File: src/rtl/canrx_pkg.sv
`timescale 1ns/1ps
package canrx_pkg;
  localparam int HDR_STD    = 3;
  localparam int HDR_EXT    = 5;
  localparam int MAX_DATA   = 8;
  localparam int ENT_SLOTS  = 16;   // power of two >= longest entry (13)

  typedef logic [ENT_SLOTS-1:0][7:0] entry_t;

  function automatic logic [3:0] data_cnt(input logic [3:0] dlc);
    return (dlc > 4'(MAX_DATA)) ? 4'(MAX_DATA) : dlc;
  endfunction

  function automatic logic [3:0] entry_len(input logic ext, input logic [3:0] dlc);
    return (ext ? 4'(HDR_EXT) : 4'(HDR_STD)) + data_cnt(dlc);
  endfunction
endpackage

File: src/rtl/canrx_accept.sv
`timescale 1ns/1ps
module canrx_accept
  import canrx_pkg::*;
(
  input  logic        ext_mode_i,
  input  logic        frm_ext_i,
  input  logic [28:0] frm_id_i,
  input  logic [3:0]  frm_dlc_i,
  input  logic [63:0] frm_data_i,
  output logic        keep_o,
  output logic [3:0]  len_o,
  output entry_t      ent_o
);
  logic [3:0] hdr;
  logic [3:0] ndata;

  always_comb begin
    keep_o = ext_mode_i | ~frm_ext_i;
    hdr    = frm_ext_i ? 4'(HDR_EXT) : 4'(HDR_STD);
    ndata  = data_cnt(frm_dlc_i);
    len_o  = hdr + ndata;
    ent_o  = '0;
    ent_o[0] = {frm_ext_i, 3'b000, frm_dlc_i};
    if (frm_ext_i) begin
      ent_o[1] = frm_id_i[28:21];
      ent_o[2] = frm_id_i[20:13];
      ent_o[3] = frm_id_i[12:5];
      ent_o[4] = {frm_id_i[4:0], 3'b000};
    end else begin
      ent_o[1] = frm_id_i[10:3];
      ent_o[2] = {frm_id_i[2:0], 5'b00000};
    end
    for (int j = 0; j < MAX_DATA; j++) begin
      if (4'(j) < ndata) ent_o[hdr + 4'(j)] = frm_data_i[8*j +: 8];
    end
  end
endmodule

File: src/rtl/canrx_byte_store.sv
`timescale 1ns/1ps
module canrx_byte_store
  import canrx_pkg::*;
#(
  parameter int DEPTH = 64,
  localparam int AW   = $clog2(DEPTH)
) (
  input  logic          clk,
  input  logic          we_i,
  input  logic [AW-1:0] wbase_i,
  input  logic [3:0]    wlen_i,
  input  entry_t        wdata_i,
  input  logic [AW-1:0] raddr_i,
  output logic [7:0]    rdata_o,
  input  logic [AW-1:0] haddr_i,
  output logic [7:0]    hdata_o
);
  logic [7:0] cells [DEPTH];

  for (genvar i = 0; i < DEPTH; i++) begin : g_cell
    logic [AW-1:0] off;
    logic          hit;
    logic [7:0]    cell_d;
    logic [7:0]    cell_q;

    always_comb begin
      off    = AW'(i) - wbase_i;
      hit    = we_i && (off < AW'(wlen_i));
      cell_d = hit ? wdata_i[off[3:0]] : cell_q;
    end

    always_ff @(posedge clk) cell_q <= cell_d;

    assign cells[i] = cell_q;
  end

  assign rdata_o = cells[raddr_i];
  assign hdata_o = cells[haddr_i];
endmodule

File: src/rtl/canrx_ptr_ctrl.sv
`timescale 1ns/1ps
module canrx_ptr_ctrl
  import canrx_pkg::*;
#(
  parameter int DEPTH = 64,
  localparam int AW   = $clog2(DEPTH)
) (
  input  logic          clk,
  input  logic          rst_n,
  input  logic          reset_mode_i,
  input  logic          frm_valid_i,
  input  logic          keep_i,
  input  logic [3:0]    len_i,
  input  logic          release_i,
  input  logic          clr_ovr_i,
  input  logic [7:0]    head_i,
  output logic          wr_en_o,
  output logic [AW-1:0] wptr_o,
  output logic [AW-1:0] rptr_o,
  output logic [AW:0]   used_o,
  output logic          ovr_o,
  output logic          irq_o
);
  logic [AW-1:0] wptr_q, wptr_d, rptr_q, rptr_d;
  logic [AW:0]   used_q, used_d, free_b, wadd, rsub;
  logic          ovr_q, ovr_d, irq_q, irq_d;
  logic          cand, fits, rel;
  logic [3:0]    head_len;

  always_comb begin
    free_b   = (AW+1)'(DEPTH) - used_q;
    cand     = frm_valid_i && keep_i && !reset_mode_i;
    fits     = (AW+1)'(len_i) <= free_b;
    wr_en_o  = cand && fits;
    rel      = release_i && (used_q != '0) && !reset_mode_i;
    head_len = entry_len(head_i[7], head_i[3:0]);
    wadd     = wr_en_o ? (AW+1)'(len_i)    : '0;
    rsub     = rel     ? (AW+1)'(head_len) : '0;
    irq_d    = wr_en_o;
    if (reset_mode_i) begin
      wptr_d = '0;
      rptr_d = '0;
      used_d = '0;
      ovr_d  = 1'b0;
    end else begin
      wptr_d = wptr_q + wadd[AW-1:0];
      rptr_d = rptr_q + rsub[AW-1:0];
      used_d = used_q + wadd - rsub;
      if (cand && !fits)  ovr_d = 1'b1;
      else if (clr_ovr_i) ovr_d = 1'b0;
      else                ovr_d = ovr_q;
    end
  end

  always_ff @(posedge clk or negedge rst_n) begin
    if (!rst_n) begin
      wptr_q <= '0;
      rptr_q <= '0;
      used_q <= '0;
      ovr_q  <= 1'b0;
      irq_q  <= 1'b0;
    end else begin
      wptr_q <= wptr_d;
      rptr_q <= rptr_d;
      used_q <= used_d;
      ovr_q  <= ovr_d;
      irq_q  <= irq_d;
    end
  end

  assign wptr_o = wptr_q;
  assign rptr_o = rptr_q;
  assign used_o = used_q;
  assign ovr_o  = ovr_q;
  assign irq_o  = irq_q;
endmodule

File: src/rtl/canrx_msg_fifo.sv
`timescale 1ns/1ps
module canrx_msg_fifo
  import canrx_pkg::*;
#(
  parameter int DEPTH = 64,
  localparam int AW   = $clog2(DEPTH)
) (
  input  logic        clk,
  input  logic        rst_n,
  input  logic        reset_mode_i,
  input  logic        ext_mode_i,
  input  logic        frm_valid_i,
  input  logic        frm_ext_i,
  input  logic [28:0] frm_id_i,
  input  logic [3:0]  frm_dlc_i,
  input  logic [63:0] frm_data_i,
  input  logic [3:0]  rd_addr_i,
  output logic [7:0]  rd_data_o,
  input  logic        release_i,
  input  logic        clr_overrun_i,
  output logic        rbs_o,
  output logic        overrun_o,
  output logic        rx_irq_o
);
  logic          keep;
  logic [3:0]    ent_len;
  entry_t        ent;
  logic          wr_en;
  logic [AW-1:0] wptr, rptr, raddr;
  logic [AW:0]   used_cnt;
  logic [7:0]    head_byte;

  canrx_accept u_accept (
    .ext_mode_i (ext_mode_i),
    .frm_ext_i  (frm_ext_i),
    .frm_id_i   (frm_id_i),
    .frm_dlc_i  (frm_dlc_i),
    .frm_data_i (frm_data_i),
    .keep_o     (keep),
    .len_o      (ent_len),
    .ent_o      (ent)
  );

  canrx_ptr_ctrl #(.DEPTH(DEPTH)) u_ptr (
    .clk          (clk),
    .rst_n        (rst_n),
    .reset_mode_i (reset_mode_i),
    .frm_valid_i  (frm_valid_i),
    .keep_i       (keep),
    .len_i        (ent_len),
    .release_i    (release_i),
    .clr_ovr_i    (clr_overrun_i),
    .head_i       (head_byte),
    .wr_en_o      (wr_en),
    .wptr_o       (wptr),
    .rptr_o       (rptr),
    .used_o       (used_cnt),
    .ovr_o        (overrun_o),
    .irq_o        (rx_irq_o)
  );

  assign raddr = rptr + AW'(rd_addr_i);

  canrx_byte_store #(.DEPTH(DEPTH)) u_store (
    .clk     (clk),
    .we_i    (wr_en),
    .wbase_i (wptr),
    .wlen_i  (ent_len),
    .wdata_i (ent),
    .raddr_i (raddr),
    .rdata_o (rd_data_o),
    .haddr_i (rptr),
    .hdata_o (head_byte)
  );

  assign rbs_o = (used_cnt != '0);
endmodule

File: config.mk
export PLATFORM = sky130hd
export DESIGN_NAME = canrx_msg_fifo
export DESIGN_NICKNAME = d
export VERILOG_FILES = /design/src/rtl/canrx_pkg.sv /design/src/rtl/canrx_accept.sv /design/src/rtl/canrx_byte_store.sv /design/src/rtl/canrx_ptr_ctrl.sv /design/src/rtl/canrx_msg_fifo.sv
export SDC_FILE = /design/constraint.sdc
export NUM_CORES = 1
export LEC_CHECK = 0
export BUFFER_PORTS_ARGS = -buffer_cell sky130_fd_sc_hd__clkbuf_2
export CAP_MARGIN = 10
export CORE_ASPECT_RATIO = 0.75
export CORE_MARGIN = 2
export CORE_UTILIZATION = 36
export DETAILED_ROUTE_END_ITERATION = 8
export GPL_ROUTABILITY_DRIVEN = 0
export PLACE_DENSITY = 0.55
export SLEW_MARGIN = 40
export SYNTH_ARGS = -nofsm -noshare
export SYNTH_HDL_FRONTEND = slang
export SYNTH_SLANG_ARGS = --single-unit
File: constraint.sdc
create_clock -name clk -period 5.3 [get_ports clk]
set_input_delay 0.795 -clock clk [delete_from_list [all_inputs] [get_ports clk]]
set_output_delay 0.795 -clock clk [all_outputs]
set_load 0.005 [all_outputs]
==> impl_metrics.toml <==
[status]
status = "finished, final reports clean"

[sta]
hold_violations = 0
tightest_slew_ns = 0.854
finalSetupViolCount = 0
post-route-min-period_ns = 5.18
post-route-period-util_pct = 97.7
relSlewSlack_pct = 41.4
drv_slew = 0
finClkSkew_ns = 0.0299
max_freq_ghz = 0.193
finalSetupTns_ns = 0
fin_ws_ns = 0.124

[synth]
synthCells = 2438
synth_edf_count = 512
syn_area_per_cell_sq_um = 13.6
syn-num-nets = 2626
synthesis.area_sq_mm = 0.0331
synth_top_area_cell = "edfxtp_1"
ys_seq_area_share_pct = 48.0
synth_top_area_share_pct = 46.4
yosysUniqueCellTypes = 76
ys.flop_type = "edfxtp_1"
synth_area_leaders = "edfxtp_1 (46%), mux4_2 (18%), mux2i_1 (5.2%)"
async_reset_ff_share_pct = 3.94
synth_warnings = 0
ys_seq_elements = 533

[clock_network]
path_clk_slew_ns = 0.06
clkLatencyLatePin_ns = 0.63
cts_root_buffer = "clkbuf_16"
cts_tree = "built"
numCtsBuffers = 51
cts_num_sinks = 533
ctsHoldBuffers = 0
ctsHtreeMaxLevel = 2
cts_buffer_depth = 3

[floorplanning]
io_pins = 120
die_h_microns = 267
die_x_microns = 354
die_area_sq_mm = 0.0945
initial_core_util_pct = 36.3
rows = 96
core_sq_mm = 0.0913

[worst_setup_path]
cp.required_ns = 4.51
crit_slowest_cell = "fa_4"
cp_num_buf_inv = 5
slowest_delay_ns = 0.82
cp.arrival_ns = 4.38
path_cells = "clkbuf_4, buf_4, ha_4, fa_4, buf_12, buf_12, mux4_2, mux4_2, mux2i_1, mux2i_1, clkbuf_2"
cp-start-kind = "flip-flop"
cpLargestDelayFamily = "multiplexers"
path_class = "flip-flop to output port"
cp-end-kind = "output port"
critical_path_peak_fanout = 38

[cells_and_area]
final_common_cell = "edfxtp_1"
final_layout_size_suffix_gt1_share_pct = 29.1
antenna_cells = 0
syn_to_final_growth_pct = 14.2
stdcell_area_sq_mm = 0.0378
finish.net_count = 2767
fill_cells = 8389
final_util_pct = 41.4
final_cell_mix = "edfxtp_1 (512), mux4_2 (260), mux2i_1 (172)"

[power]
leakage_uw = 0.0132
finalPower_uw = 21600
powerDensity_mw_per_mm2 = 570
ir_drop_v = 0.000473

[global_route]
antenna_found_initial = 0
grt_pass1_vias = 24276
grt_max_degree = 84
grt_usage_pct = 27.5
grt_pass1_wl_microns = 184000
grt_overflow = 0

[routing]
via_per_inst = 6.53
drt-total-wl_microns = 131000
remaining_drc_errors = 0
ant_nets = 0
vias = 25116
drt-pass1-iter-count = 8
routedWlPerCell_microns = 34.2
drt-initial-drc-count = 3890

[placement]
pre_cts_ws_ns = 0.0311
port_buffers = 119
placed_area_sq_mm = 0.0359
hpwl_microns = 98100

[job]
max_cap_viol_count = 0

[worst_hold_path]
worstHoldPathType = "input port to async pin"
==> worst paths after layout <==
kind | from | to | slack, ns | depth (start not counted)
max | u_ptr.rptr_o[0]$_DFF_PN0_ | rd_data_o[5] | 0.12 | 11
min reg2reg | u_ptr.ovr_o$_DFFE_PN0P_ | u_ptr.ovr_o$_DFFE_PN0P_ | 0.49 | 2
max reg2reg | u_ptr.rptr_o[0]$_DFF_PN0_ | u_ptr.used_o[6]$_DFF_PN0_ | 0.16 | 17
min | rst_n | u_ptr.irq_o$_DFF_PN0_ | 0.22 | 1
max in group asynchronous | rst_n | u_ptr.rptr_o[0]$_DFF_PN0_ | 4.50 | 1
min in group clk | clr_overrun_i | u_ptr.ovr_o$_DFFE_PN0P_ | 0.43 | 4
==> synthesized netlist by cell type, drive strengths merged (64+ instances only) <==
cell type and count:
a21oi 122, mux2i 172, ha 71, clkbuf 131, edfxtp 512, o21ai 85
nor2 99, buf 74, mux2 79, inv 64, mux4 260, nand2 88
==> power breakdown <==
group,internal [uW],switching (uW),leakage (uW)
Combinational,4650,6950,0.00744
Clock,2110,1670,0.000817
Sequential,5920,285,0.00495
==> cell type report <==
class / count / area [sq um] / area share [%]
clock buffers: 59 / 1330 / 3.51
clock inverters: 35 / 379 / 1.00
inverters: 66 / 248 / 0.655
multi-input cells: 1634 / 16300 / 43.1
flip-flops and latches: 533 / 15900 / 42.1
well taps: 1225 / 1530 / 4.05
repair buffers: 293 / 2130 / 5.62
==> cells by family after synthesis <==
logic type	after synthesis	share of synthesized area [%]
buffers and inverters	271	3.30
xor gates and xnor gates	77	2.04
and+or+nand+nor	432	6.69
AOI/OAI and AO/OA	534	11.2
muxes	511	25.6
DFF	533	48.0
adders and majority gates	80	3.20
==> metrics by stage <==
step / std cells / hold slack, ns
final: 3845 / 0.215
after global routing: 3845 / 0.253
after CTS: 3837 / 0.226
after detailed placement: 3738 / 0.482
after global placement: 3738 / 0.470
after floorplan: 2438 / 0.470
==> worst register-to-register path, stage by stage, from the launching register on <==
cell,delay (ns)
dfrtp_4,0.43
buf_12,0.16
buf_4,0.15
mux4_2,0.52
mux4_2,0.46
mux4_2,0.58
and2_4,0.21
fa_1,0.42
and2_2,0.22
fa_1,0.50
inv_1,0.08
fa_2,0.40
a21oi_2,0.16
o21bai_2,0.11
a21oi_2,0.13
nor2_1,0.05
or3_1,0.34
a21oi_1,0.15
==> metal layers <==
metal	wire [microns]	share of wire [%]	up-vias	GRT usage, %
met4	3860	2.9	0	6.97
met2	57600	44	1755	42.0
met5	0	0	-	0
li1	-	-	10172	-
met3	17000	13	217	8.12
met1	52900	40	12972	38.3
==> state kept, by name (all words and copies together), names as in the netlist <==
signal and cells:
u_store.g_cell.cell_q 512, u_ptr.used_o 7, u_ptr.rptr_o 6, u_ptr.wptr_o 6, u_ptr.irq_o 1, u_ptr.ovr_o 1
==> what timing repair did <==
action | CTS | global route
gates cloned | 0 | 1
pin swaps | 1 | 2
setup buffers | 5 | 7
gates resized for setup | 0 | 8
endpoints found under the setup margin | 7 | 2
Power figures use the tool's default switching activity.
